--- config.mk ---
export PLATFORM = sky130hd
export DESIGN_NAME = mmc_reg_frontend
export DESIGN_NICKNAME = d
export VERILOG_FILES = /design/src/rtl/mmc_regs_pkg.sv /design/src/rtl/mmc_reg_decode.sv /design/src/rtl/mmc_status_irq.sv /design/src/rtl/mmc_fifo_gate.sv /design/src/rtl/mmc_reg_frontend.sv
export SDC_FILE = /design/constraint.sdc
export NUM_CORES = 1
export LEC_CHECK = 0
export ABC_AREA = 1
export BUFFER_PORTS_ARGS = -buffer_cell sky130_fd_sc_hd__buf_2
export CAP_MARGIN = 10
export CELL_PAD_IN_SITES_DETAIL_PLACEMENT = 1
export CELL_PAD_IN_SITES_GLOBAL_PLACEMENT = 1
export CORE_ASPECT_RATIO = 0.75
export CORE_MARGIN = 4
export CORE_UTILIZATION = 39
export CTS_CLUSTER_DIAMETER = 60
export DETAILED_ROUTE_END_ITERATION = 8
export PLACE_DENSITY_LB_ADDON = 0.1
export RECOVER_POWER = 25
export SYNTH_ARGS = -nofsm -noshare
export SYNTH_HDL_FRONTEND = slang
export SYNTH_HIERARCHICAL = 1
export SYNTH_SLANG_ARGS = --single-unit
--- constraint.sdc ---
create_clock -name clk_i -period 1.55 [get_ports clk_i]
set_input_delay 0.155 -clock clk_i [delete_from_list [all_inputs] [get_ports clk_i]]
set_output_delay 0.155 -clock clk_i [all_outputs]
set_load 0.02 [all_outputs]
--- src/rtl/mmc_regs_pkg.sv ---
`timescale 1ns/1ps
package mmc_regs_pkg;
  localparam int ADDR_W  = 12;
  localparam int NUM_IRQ = 2;

  localparam logic [ADDR_W-1:0] OFF_POWER     = 12'h000;
  localparam logic [ADDR_W-1:0] OFF_CLOCK     = 12'h004;
  localparam logic [ADDR_W-1:0] OFF_STATUS    = 12'h034;
  localparam logic [ADDR_W-1:0] OFF_CLEAR     = 12'h038;
  localparam logic [ADDR_W-1:0] OFF_MASK_BASE = 12'h03C;
  localparam logic [ADDR_W-1:0] OFF_FCNT      = 12'h048;
  localparam logic [ADDR_W-1:0] OFF_FIFO_LO   = 12'h080;
  localparam logic [ADDR_W-1:0] OFF_FIFO_HI   = 12'h0BC;
  localparam logic [ADDR_W-1:0] OFF_ID_LO     = 12'hFE0;

  typedef struct packed {
    logic               power;
    logic               clock;
    logic               status;
    logic               clear;
    logic [NUM_IRQ-1:0] mask;
    logic               fcnt;
    logic               fifo;
    logic               id;
    logic               bad;
  } hit_t;

  function automatic logic [7:0] id_byte(input logic [2:0] idx);
    case (idx)
      3'd0: id_byte = 8'h81;
      3'd1: id_byte = 8'h11;
      3'd2: id_byte = 8'h04;
      3'd3: id_byte = 8'h00;
      3'd4: id_byte = 8'h0D;
      3'd5: id_byte = 8'hF0;
      3'd6: id_byte = 8'h05;
      default: id_byte = 8'hB1;
    endcase
  endfunction
endpackage

--- src/rtl/mmc_reg_decode.sv ---
`timescale 1ns/1ps
module mmc_reg_decode
  import mmc_regs_pkg::*;
(
  input  logic              valid_i,
  input  logic              we_i,
  input  logic [ADDR_W-1:0] addr_i,
  output hit_t              hit_o
);
  logic aligned;
  logic any_hit;

  assign aligned = (addr_i[1:0] == 2'b00);

  always_comb begin
    hit_o = '0;
    if (valid_i && aligned) begin
      hit_o.power  = (addr_i == OFF_POWER);
      hit_o.clock  = (addr_i == OFF_CLOCK);
      hit_o.status = (addr_i == OFF_STATUS) && !we_i;
      hit_o.clear  = (addr_i == OFF_CLEAR) && we_i;
      hit_o.fcnt   = (addr_i == OFF_FCNT) && !we_i;
      hit_o.fifo   = (addr_i >= OFF_FIFO_LO) && (addr_i <= OFF_FIFO_HI);
      hit_o.id     = (addr_i >= OFF_ID_LO) && !we_i;
      for (int k = 0; k < NUM_IRQ; k++)
        hit_o.mask[k] = (addr_i == OFF_MASK_BASE + ADDR_W'(4 * k));
    end
    any_hit = hit_o.power | hit_o.clock | hit_o.status | hit_o.clear |
              (|hit_o.mask) | hit_o.fcnt | hit_o.fifo | hit_o.id;
    hit_o.bad = valid_i && !any_hit;
  end
endmodule

--- src/rtl/mmc_status_irq.sv ---
`timescale 1ns/1ps
module mmc_status_irq #(
  parameter int DATA_W   = 32,
  parameter int STAT_W   = 22,
  parameter int STICKY_W = 11,
  parameter int NUM_IRQ  = 2
) (
  input  logic                            clk_i,
  input  logic                            rst_ni,
  input  logic [STICKY_W-1:0]             set_i,
  input  logic [STAT_W-STICKY_W-1:0]      live_i,
  input  logic                            clr_en_i,
  input  logic [STICKY_W-1:0]             clr_bits_i,
  input  logic [NUM_IRQ-1:0]              mask_we_i,
  input  logic [DATA_W-1:0]               mask_wdata_i,
  output logic [DATA_W-1:0]               status_o,
  output logic [NUM_IRQ-1:0][DATA_W-1:0]  mask_o,
  output logic [NUM_IRQ-1:0]              irq_o
);
  logic [STICKY_W-1:0]            sticky_q;
  logic [NUM_IRQ-1:0][DATA_W-1:0] mask_q;

  // set wins over a same-cycle clear
  always_ff @(posedge clk_i or negedge rst_ni) begin
    if (!rst_ni)       sticky_q <= '0;
    else if (clr_en_i) sticky_q <= (sticky_q & ~clr_bits_i) | set_i;
    else               sticky_q <= sticky_q | set_i;
  end

  assign status_o = DATA_W'({live_i, sticky_q});

  for (genvar k = 0; k < NUM_IRQ; k++) begin : g_irq
    always_ff @(posedge clk_i or negedge rst_ni) begin
      if (!rst_ni)           mask_q[k] <= '0;
      else if (mask_we_i[k]) mask_q[k] <= mask_wdata_i;
    end
    assign irq_o[k] = |(status_o & mask_q[k]);
  end

  assign mask_o = mask_q;


  sticky_keep_chk: assert property (@(posedge clk_i) disable iff (!rst_ni)
    !clr_en_i |=> (($past(sticky_q) & ~sticky_q) == '0));

  set_latch_chk: assert property (@(posedge clk_i) disable iff (!rst_ni)
    (|set_i) |=> ((sticky_q & $past(set_i)) == $past(set_i)));

  clear_apply_chk: assert property (@(posedge clk_i) disable iff (!rst_ni)
    clr_en_i |=> ((sticky_q & $past(clr_bits_i & ~set_i)) == '0));
endmodule

--- src/rtl/mmc_fifo_gate.sv ---
`timescale 1ns/1ps
module mmc_fifo_gate (
  input  logic clk_i,
  input  logic rst_ni,
  input  logic fifo_rd_i,
  input  logic fifo_wr_i,
  input  logic hold_clr_i,
  input  logic fifo_empty_i,
  input  logic cnt_zero_i,
  output logic pop_o,
  output logic push_o,
  output logic err_o,
  output logic hold_o
);
  logic hold_q, err_q;

  assign pop_o  = fifo_rd_i && !fifo_empty_i;
  assign push_o = fifo_wr_i && !cnt_zero_i;

  always_ff @(posedge clk_i or negedge rst_ni) begin
    if (!rst_ni) begin
      hold_q <= 1'b0;
      err_q  <= 1'b0;
    end else begin
      err_q <= (fifo_rd_i && fifo_empty_i) || (fifo_wr_i && cnt_zero_i);
      if (pop_o)           hold_q <= 1'b1;
      else if (hold_clr_i) hold_q <= 1'b0;
    end
  end

  assign hold_o = hold_q;
  assign err_o  = err_q;


  pop_sets_hold_chk: assert property (@(posedge clk_i) disable iff (!rst_ni)
    pop_o |=> hold_q);

  ack_clears_hold_chk: assert property (@(posedge clk_i) disable iff (!rst_ni)
    (hold_clr_i && !fifo_rd_i) |=> !hold_q);

  empty_read_keeps_hold_chk: assert property (@(posedge clk_i) disable iff (!rst_ni)
    (fifo_rd_i && fifo_empty_i && !hold_clr_i) |=> (hold_q == $past(hold_q)));

  zero_cnt_write_err_chk: assert property (@(posedge clk_i) disable iff (!rst_ni)
    (fifo_wr_i && cnt_zero_i) |=> err_q);
endmodule

--- src/rtl/mmc_reg_frontend.sv ---
`timescale 1ns/1ps
module mmc_reg_frontend
  import mmc_regs_pkg::*;
#(
  parameter int DATA_W   = 32,
  parameter int STAT_W   = 22,
  parameter int STICKY_W = 11,
  parameter int CNT_W    = 16,
  parameter int CTRL_W   = 8
) (
  input  logic                       clk_i,
  input  logic                       rst_ni,
  input  logic                       req_valid_i,
  input  logic                       req_we_i,
  input  logic [ADDR_W-1:0]          req_addr_i,
  input  logic [DATA_W-1:0]          req_wdata_i,
  output logic [DATA_W-1:0]          rdata_o,
  output logic                       bad_addr_o,
  input  logic [STICKY_W-1:0]        evt_set_i,
  input  logic [STAT_W-STICKY_W-1:0] fifo_live_i,
  input  logic [CNT_W-1:0]           byte_cnt_i,
  input  logic                       fifo_empty_i,
  input  logic [DATA_W-1:0]          fifo_rdata_i,
  output logic                       fifo_pop_o,
  output logic                       fifo_push_o,
  output logic [DATA_W-1:0]          fifo_wdata_o,
  output logic                       fifo_err_o,
  output logic                       hold_o,
  output logic [CTRL_W-1:0]          power_o,
  output logic [CTRL_W-1:0]          clk_ctrl_o,
  output logic [NUM_IRQ-1:0]         irq_o
);
  localparam int WCNT_W = CNT_W + 1;

  hit_t                           hit;
  logic [CTRL_W-1:0]              power_q, clk_q;
  logic [DATA_W-1:0]              rdata_q, rd_mux, status_w;
  logic [NUM_IRQ-1:0][DATA_W-1:0] mask_w;
  logic [NUM_IRQ-1:0]             mask_we;
  logic [WCNT_W-1:0]              word_cnt;
  logic                           bad_q;

  mmc_reg_decode u_decode (
    .valid_i (req_valid_i),
    .we_i    (req_we_i),
    .addr_i  (req_addr_i),
    .hit_o   (hit)
  );

  assign mask_we = req_we_i ? hit.mask : '0;

  mmc_status_irq #(
    .DATA_W   (DATA_W),
    .STAT_W   (STAT_W),
    .STICKY_W (STICKY_W),
    .NUM_IRQ  (NUM_IRQ)
  ) u_status (
    .clk_i        (clk_i),
    .rst_ni       (rst_ni),
    .set_i        (evt_set_i),
    .live_i       (fifo_live_i),
    .clr_en_i     (hit.clear),
    .clr_bits_i   (req_wdata_i[STICKY_W-1:0]),
    .mask_we_i    (mask_we),
    .mask_wdata_i (req_wdata_i),
    .status_o     (status_w),
    .mask_o       (mask_w),
    .irq_o        (irq_o)
  );

  mmc_fifo_gate u_gate (
    .clk_i        (clk_i),
    .rst_ni       (rst_ni),
    .fifo_rd_i    (hit.fifo && !req_we_i),
    .fifo_wr_i    (hit.fifo && req_we_i),
    .hold_clr_i   (hit.status || hit.fcnt),
    .fifo_empty_i (fifo_empty_i),
    .cnt_zero_i   (byte_cnt_i == '0),
    .pop_o        (fifo_pop_o),
    .push_o       (fifo_push_o),
    .err_o        (fifo_err_o),
    .hold_o       (hold_o)
  );

  assign fifo_wdata_o = req_wdata_i;
  assign word_cnt     = (WCNT_W'(byte_cnt_i) + WCNT_W'(3)) >> 2;

  always_ff @(posedge clk_i or negedge rst_ni) begin
    if (!rst_ni) begin
      power_q <= '0;
      clk_q   <= '0;
    end else if (req_we_i) begin
      if (hit.power) power_q <= req_wdata_i[CTRL_W-1:0];
      if (hit.clock) clk_q   <= req_wdata_i[CTRL_W-1:0];
    end
  end

  always_comb begin
    rd_mux = '0;
    if (hit.power)  rd_mux = DATA_W'(power_q);
    if (hit.clock)  rd_mux = DATA_W'(clk_q);
    if (hit.status) rd_mux = status_w;
    if (hit.fcnt)   rd_mux = DATA_W'(word_cnt);
    if (hit.id)     rd_mux = DATA_W'(id_byte(req_addr_i[4:2]));
    if (hit.fifo && !fifo_empty_i) rd_mux = fifo_rdata_i;
    for (int k = 0; k < NUM_IRQ; k++)
      if (hit.mask[k]) rd_mux = mask_w[k];
  end

  // status value is captured before the same-edge update
  always_ff @(posedge clk_i or negedge rst_ni) begin
    if (!rst_ni) begin
      rdata_q <= '0;
      bad_q   <= 1'b0;
    end else begin
      bad_q <= hit.bad;
      if (req_valid_i && (!req_we_i || hit.bad)) rdata_q <= rd_mux;
    end
  end

  assign rdata_o    = rdata_q;
  assign bad_addr_o = bad_q;
  assign power_o    = power_q;
  assign clk_ctrl_o = clk_q;


  bad_reads_zero_chk: assert property (@(posedge clk_i) disable iff (!rst_ni)
    bad_addr_o |-> (rdata_o == '0));

  bad_keeps_ctrl_chk: assert property (@(posedge clk_i) disable iff (!rst_ni)
    bad_addr_o |-> ($stable(power_q) && $stable(clk_q)));

  single_target_chk: assert property (@(posedge clk_i) disable iff (!rst_ni)
    $onehot0({hit.power, hit.clock, hit.status, hit.clear, hit.mask,
              hit.fcnt, hit.fifo, hit.id, hit.bad}));

  ctrl_write_chk: assert property (@(posedge clk_i) disable iff (!rst_ni)
    (hit.power && req_we_i) |=> (power_o == $past(req_wdata_i[CTRL_W-1:0])));
endmodule

==> out/metrics.csv, run 1 <==
stage,metric,value,unit
status,status,"finished, violations left",
status,failing checks,negative setup slack,
sta,setup violators final,106,
power_and_ir_drop,Leakage,0.00638,uW
synthesis,Yosys warning count,6,
synthesis,synth unique cells,42,
sta,Setup TNS Final,-15.00,ns
sta,clk_skew,0.0165,ns
setup_path,critical setup path kind,in2reg,
setup_path,"CP delay by family, top",simple AND/OR/NAND/NOR gates,
layout,n_diodes,0,
die,Placement Rows,45,
routing,Antenna Violating Nets Remaining,0,
routing,Via density,5.13,
setup_path,CP cell instances,buf_6 -> nor2_4 -> nand2_4 -> buf_12 -> nor2_4 -> nand3_2 -> inv_2 -> inv_4 -> nor2_4 -> buf_16 -> nor2_4 -> nand3_1 -> nand2_1 -> nor2_2 -> nand2_1 -> nand2_1 -> nand2_1 -> nand2_1 -> nand2_1,
place,IO Port Bufs,205,
synthesis,async set or reset register ratio after synthesis,1.00,
synthesis,cell area after synthesis,0.00811,mm2
sta,Worst-Margin Slew,0.921,ns
layout,Final nets,1458,
routing,DR vias,8378,
worst_hold_path,Worst Hold Class,in2reg,
sta,final cycle utilization of the critical path,1.21,
power_and_ir_drop,Pwr Total,8840,uW
sta,unrepaired setup endpoints after global routing,yes,
power_and_ir_drop,pwr/cell area,729,mW/mm2
setup_path,crit-path most repeated cell,nand2_1,
routing,Avg WL per Cell,20.7,um
setup_path,slowest CP cell,nor2_4,
sta,final hold vios,0,
global_route,vias in the first global route,8546,
worst_hold_path,hold path startpoint,req_wdata_i[14],
setup_path,buffer and inverter count on the worst path,5,
die,Initial Utilization,0.399,
layout,share of layout cells above drive strength 1,0.437,
setup_path,r2r setup slk,0.09,ns
setup_path,WP data required,1.86,ns
place,gpl congestion,0.872,
cts,clock transition at the registers of the reported paths,0.06,ns
synthesis,Gate Count Post-Synth,1024,
cts,H-tree Lvls,4,
synthesis,Post-synth top flop,dfrtp_1,
synthesis,syn_area_per_cell,7.92,um2
die,Chip Width,174,um
setup_path,R2R Path End,rdata_o[7],
sta,final worst-path setup slack,-0.322,ns
power_and_ir_drop,worst vdd ir,688,uV
sta,Slew headroom,0.386,
worst_hold_path,Hold EP,u_status/mask_o[46],
sta,minimum clock period after layout,1.87,ns
setup_path,r2r worst-path depth,9,
synthesis,most area-hungry cell type in the Yosys netlist,dfrtp_1,
cts,latest clock arrival within the worst-skew pair,0.42,ns
die,IO Pins,206,
die,die area,0.0232,mm2
global_route,gr usage total,0.271,
global_route,largest net degree at the start of global routing,36,
routing,drt pass-1 iters,4,
global_route,first-pass GRT wire length,49.2,mm
setup_path,CP Launch Type,primary input,
sta,Worst Hold Slack,0.0149,ns
routing,drc violations,0,
cts,CTS root buf,clkbuf_16,
routing,final WL,33.8,mm
global_route,grt ovf,0,
layout,Layout area overhead,49.6,%
routing,Iter 0 DRT Violations,496,
place,Post-DP HPWL,21.8,mm
sta,pins over their slew limit,0,
sta,Fmax,534,MHz
job,Maximum Capacitance Violations,0,
global_route,initial antenna violation count,0,
setup_path,Crit. End Element,register,
setup_path,Worst R2R Start,u_status/sticky_q[7],
die,die height,133,um
synthesis,Synth top area share,0.389,
cts,Sink Count,126,
setup_path,CP peak stage delay,0.23,ns
place,post-place setup slack,-0.545,ns
die,core region area,0.0203,mm2
cts,TritonCTS clock tree,yes,
synthesis,synth top area cells,"dfrtp_1, nand2_1, mux2_4",
worst_hold_path,hold path cells,2,
setup_path,CP max FO,4,
cts,CTS Buf Count,17,
synthesis,#FFs+latches synth,126,
setup_path,Worst Path Arrival,2.18,ns
synthesis,register area share after synthesis,0.389,
cts,Clock Path Buffers,2,
synthesis,number of enable flip-flop cells after synthesis,0,
-- metal layers --
| layer | vias to the layer above | track usage | routed length, um |
|---|---|---|---|
| met4 | 0 | 0.0602 | 542 |
| met5 | - | 0 | 0 |
| met2 | 280 | 0.437 | 16100 |
| li1 | 3878 | - | - |
| met1 | 4180 | 0.383 | 15500 |
| met3 | 40 | 0.0477 | 1690 |
-- layout make-up --
cell class              count  area, um2
fillers                  2445       8200
clock inverters            14        183
repair buffers            375       3020
well taps                 282        353
inverters                  85        360
clock buffers              17        425
multi-input cells         733       4620
flip-flops and latches    126       3160
repair inverters            1       6.26
-- Yosys cell counts (2+ instances only) --
cell type	instances
nor4_1	5
o211ai_1	4
nand2_1	330
nand3b_1	2
clkbuf_1	10
or2_2	5
a21oi_1	43
nand3_1	20
nor2_4	5
inv_1	78
nor2_2	7
nor2_1	107
o21a_1	17
dfrtp_1	126
nand2_2	4
clkinv_1	2
buf_12	6
inv_2	5
o22ai_1	17
mux2_4	60
o21ai_0	37
nand4_1	10
nand2_4	2
buf_6	6
nor3_1	5
buf_4	53
o21ai_1	16
a21o_1	11
mux2_2	4
buf_2	15
-- worst register-to-register path: cells and delay by family, from the launching register on --
family          cells  cell delay [ns]
simple gates        7             0.46
flops               1             0.43
compound gates      1             0.30
buf+inv             1             0.16
-- kinds of logic (layout without fill, tap and decap cells) --
group                  count (synthesis)  count (layout)  synth area share
AOI/OAI and AO/OA                    151             151             0.109
buffers and inverters                176             492             0.126
DFF                                  126             126             0.389
muxes                                 64              64             0.117
other                                  1              10          0.000463
and+or+nand+nor                      506             508             0.259
-- repair_timing --
item / 4_1_cts / 5_1_grt
cloned: 10 / 6
hold buffers: 29 / 0
buffers inserted: 32 / 23
endpoints found under the setup margin: 32 / 108
gates resized for setup: 127 / 127
hold endpoints to repair: 66 / 0
pin swaps: 41 / 54
-- registers in the layout, indices dropped and copies added, names as in the netlist --
signal             count
u_gate/err_o           1
u_status/sticky_q     11
u_gate/hold_o          1
rdata_o               32
bad_addr_o             1
power_o                8
clk_ctrl_o             8
u_status/mask_o       64
-- metrics by stage --
step / instance area [um2] / util / cells
6_report: 12100 / 0.597 / 1633
5_1_grt: 12100 / 0.597 / 1633
3_3_place_gp: 9740 / 0.479 / 1510
4_1_cts: 11600 / 0.569 / 1611
2_1_floorplan: 8240 / - / 1033
3_5_place_dp: 9740 / 0.479 / 1510
-- report_power, final --
group	switching (uW)	total, uW	leakage [uW]	internal [uW]
Combinational	708	1220	0.00441	514
Sequential	33.1	3380	0.00167	3340
Clock	1680	4240	0.000293	2560
-- layout by cell type (no fill, tap or decap), drive strengths merged --
cell type,netlist,layout
nand4,10,10
o21ai,53,53
nor3,5,5
inv,83,87
a21o,11,11
o21bai,1,1
a21oi,43,43
a211oi,2,2
buf,81,324
a32oi,1,1
mux2,64,64
nand3b,2,2
dlygate4sd3,0,29
o211ai,4,4
conb,1,10
nor2,120,120
or2,7,7
o2111ai,1,1
a22oi,1,1
bufinv,0,3
nand3,21,21
nand2,336,338
o22ai,17,17
dfrtp,126,126
clkinvlp,0,3
clkbuf,10,39
clkinv,2,7
nor4,5,5
o21a,17,17
-- worst max-delay path by stage --
stage,start,end,slack (ns),depth (start not counted)
final,req_addr_i[0],rdata_o[4],-0.32,19
after global routing,req_addr_i[0],rdata_o[4],-0.40,19
after CTS,u_status/sticky_q[6],irq_o[1],-0.21,7
after detailed placement,req_addr_i[0],rdata_o[18],-0.54,14
after global placement,req_addr_i[4],rdata_o[1],-0.44,10
after floorplan,req_addr_i[0],u_status/mask_o[32],-0.21,9
Note: power is estimated with default switching activity, not from simulation.
==> run 2, diff against run 1 <==
ABC_AREA = 0   (was 1)
CELL_PAD_IN_SITES_DETAIL_PLACEMENT = 2   (was 1)
CELL_PAD_IN_SITES_GLOBAL_PLACEMENT = 2   (was 1)
CORE_UTILIZATION = 32   (was 39)
==> out/metrics.csv, run 2 <==
stage,metric,value,unit
die,core region area,0.0222,mm2
power_and_ir_drop,worst vdd ir,596,uV
synthesis,synth unique cells,64,
sta,Fmax,443,MHz
power_and_ir_drop,register share of total power,0.383,
synthesis,#FFs+latches synth,126,
setup_path,CP max FO,8,
die,Chip Width,182,um
power_and_ir_drop,Clk pwr share,0.472,
layout,"leading cell type in the layout, fill and taps excluded",buf_2,
layout,share of layout cells above drive strength 1,0.635,
synthesis,most area-hungry cell type in the Yosys netlist,dfrtp_1,
sta,final hold vios,2,
synthesis,register area share after synthesis,0.435,
die,die height,138,um
synthesis,Synth top area share,0.435,
cts,Sink Count,126,
die,Placement Rows,47,
synthesis,async set or reset register ratio after synthesis,1.00,
cts,CTS Buf Count,17,
routing,final WL,51.8,mm
layout,area of the multi-input gates,0.00483,mm2
routing,Antenna Violating Nets Remaining,0,
setup_path,CP peak stage delay,0.37,ns
routing,Via density,6.18,
sta,Slew headroom,0.532,
setup_path,CP cell instances,buf_6 -> nor4_4 -> nand4_1 -> buf_4 -> buf_6 -> nor3_4 -> nor3b_4 -> buf_6 -> buf_12 -> nand3_2 -> a221oi_2 -> a21oi_1 -> a21oi_1,
cts,latest clock arrival within the worst-skew pair,0.45,ns
synthesis,most numerous cell in the Yosys netlist,dfrtp_1,
global_route,first-pass GRT wire length,62.9,mm
setup_path,Crit. End Element,register,
power_and_ir_drop,sw power,2890,uW
routing,drt pass-1 iters,5,
global_route,vias in the first global route,9012,
worst_hold_path,Hold EP,u_status/mask_o[19],
setup_path,crit-path most repeated cell,buf_6,
place,Post-DP HPWL,24.0,mm
setup_path,"CP delay by family, top",simple AND/OR/NAND/NOR gates,
synthesis,Post-synth top flop,dfrtp_1,
cts,H-tree Lvls,4,
cts,clock transition at the registers of the reported paths,0.07,ns
synthesis,synth cell count leaders,"dfrtp_1, a21oi_1, mux2_2",
power_and_ir_drop,Comb power frac,0.145,
sta,minimum clock period after layout,2.26,ns
setup_path,buffer and inverter count on the worst path,5,
cts,Clock Path Buffers,2,
worst_hold_path,Worst Hold Class,in2reg,
global_route,initial antenna violation count,3,
synthesis,syn_area_per_cell,9.94,um2
sta,Worst-Margin Slew,0.701,ns
die,Initial Utilization,0.327,
setup_path,slowest CP cell,nor4_4,
power_and_ir_drop,sw frac,0.322,
worst_hold_path,hold path startpoint,req_wdata_i[19],
synthesis,Gate Count Post-Synth,729,
place,placed inst area,0.00926,mm2
setup_path,WP data required,1.92,ns
sta,final cycle utilization of the critical path,1.46,
synthesis,synth top area cells,"dfrtp_1, mux2_2, buf_4",
power_and_ir_drop,Leakage,0.00557,uW
layout,Largest register FFs,64,
setup_path,Worst Path Arrival,2.63,ns
routing,Avg WL per Cell,37.1,um
sta,clk_skew,0.0115,ns
power_and_ir_drop,pwr/cell area,717,mW/mm2
place,IO Port Bufs,205,
global_route,largest net degree at the start of global routing,53,
die,IO Pins,206,
setup_path,R2R Path End,rdata_o[9],
sta,Worst Hold Slack,-0.00697,ns
layout,Filler cells,2143,
worst_hold_path,hold path cells,2,
layout,FF/Latch Area,0.00316,mm2
global_route,gr usage total,0.333,
cts,CTS root buf,clkbuf_16,
sta,unrepaired setup endpoints after global routing,yes,
setup_path,critical setup path kind,in2reg,
synthesis,number of enable flip-flop cells after synthesis,0,
routing,Iter 0 DRT Violations,877,
routing,DR vias,8615,
setup_path,r2r setup slk,-0.01,ns
layout,Final nets,1206,
place,post-place setup slack,-1.05,ns
synthesis,Yosys warning count,6,
sta,pins over their slew limit,0,
place,gpl congestion,0.889,
sta,final worst-path setup slack,-0.706,ns
status,failing checks,"negative hold slack, negative setup slack",
power_and_ir_drop,Internal Dissipation,6080,uW
setup_path,r2r worst-path depth,5,
sta,setup violators final,129,
status,status,"finished, violations left",
synthesis,cell area after synthesis,0.00725,mm2
cts,TritonCTS clock tree,yes,
routing,drc violations,0,
global_route,grt ovf,0,
layout,"Design Area, Final",0.0125,mm2
die,die area,0.0251,mm2
setup_path,Worst R2R Start,u_status/sticky_q[9],
setup_path,CP Launch Type,primary input,
layout,most frequent cells in the layout,"buf_2, dfrtp_1, buf_4",
job,Maximum Capacitance Violations,0,
layout,Layout area overhead,72.7,%
-- run 2: per-stage QoR --
stage	setup TNS, ns	power, uW	std cells	utilization
floorplan	-44.61	3920	738	-
global placement	-86.67	4430	1252	0.418
detailed placement	-101.68	4470	1252	0.418
CTS	-26.24	8610	1361	0.529
global route	-63.88	9190	1395	0.564
finish	-57.68	8970	1395	0.564
-- run 2: power groups by stage --
| stage | Sequential, uW | Combinational, uW | Clock [uW] |
|---|---|---|---|
| after floorplan | 3550 | 367 | 0 |
| after global placement | 3470 | 961 | 0 |
| after detailed placement | 3480 | 997 | 0 |
| after CTS | 3410 | 1120 | 4080 |
| after global routing | 3440 | 1350 | 4400 |
| final | 3430 | 1300 | 4240 |
-- run 2: cells by family after synthesis --
group	count (synthesis)	synth area share
and+or+nand+nor	181	0.133
muxes	82	0.127
DFF	126	0.435
other	1	0.000517
xor gates and xnor gates	10	0.0121
AOI/OAI and AO/OA	203	0.189
buffers and inverters	126	0.103
-- run 2: repair_timing --
action / 4_1_cts / 5_1_grt
gates resized for setup: 215 / 156
gates cloned: 13 / 2
pin swaps: 81 / 66
hold buffers: 23 / 0
endpoints found under the setup margin: 128 / 120
endpoints found under the hold margin: 157 / 0
buffers inserted: 43 / 47
-- run 2: worst reg2reg max path, stage by stage, from the launching register on --
cell and delay [ns]:
dfrtp_1 0.52, buf_4 0.20, a21oi_1 0.10, or4_4 0.43, nand3_2 0.10, a2bb2oi_2 0.14
-- run 2: area by class of cell --
cell class / count / area share
diodes: 1 / 0.000200
clock buffers: 17 / 0.0340
clock inverters: 15 / 0.0117
inverters: 28 / 0.00880
multi-input cells: 486 / 0.386
flip-flops and latches: 126 / 0.252
well taps: 294 / 0.0294
repair buffers: 428 / 0.278
-- run 2: routing by layer --
metal	vias to the layer above	track usage	part of all wire
met1	4501	0.424	0.39
met4	2	0.120	0.042
met2	588	0.540	0.48
met5	-	0	0.00014
li1	3350	-	-
met3	174	0.0990	0.088
-- run 2: worst max path at each step --
stage	slack, ns	to	cells after the start	from
floorplan	-0.63	u_status/mask_o[10]	11	req_addr_i[11]
global placement	-0.86	rdata_o[20]	11	req_addr_i[11]
detailed placement	-1.05	rdata_o[26]	11	req_addr_i[11]
CTS	-0.52	irq_o[1]	5	u_status/sticky_q[1]
global route	-0.80	rdata_o[16]	13	req_addr_i[8]
finish	-0.71	rdata_o[16]	13	req_addr_i[8]
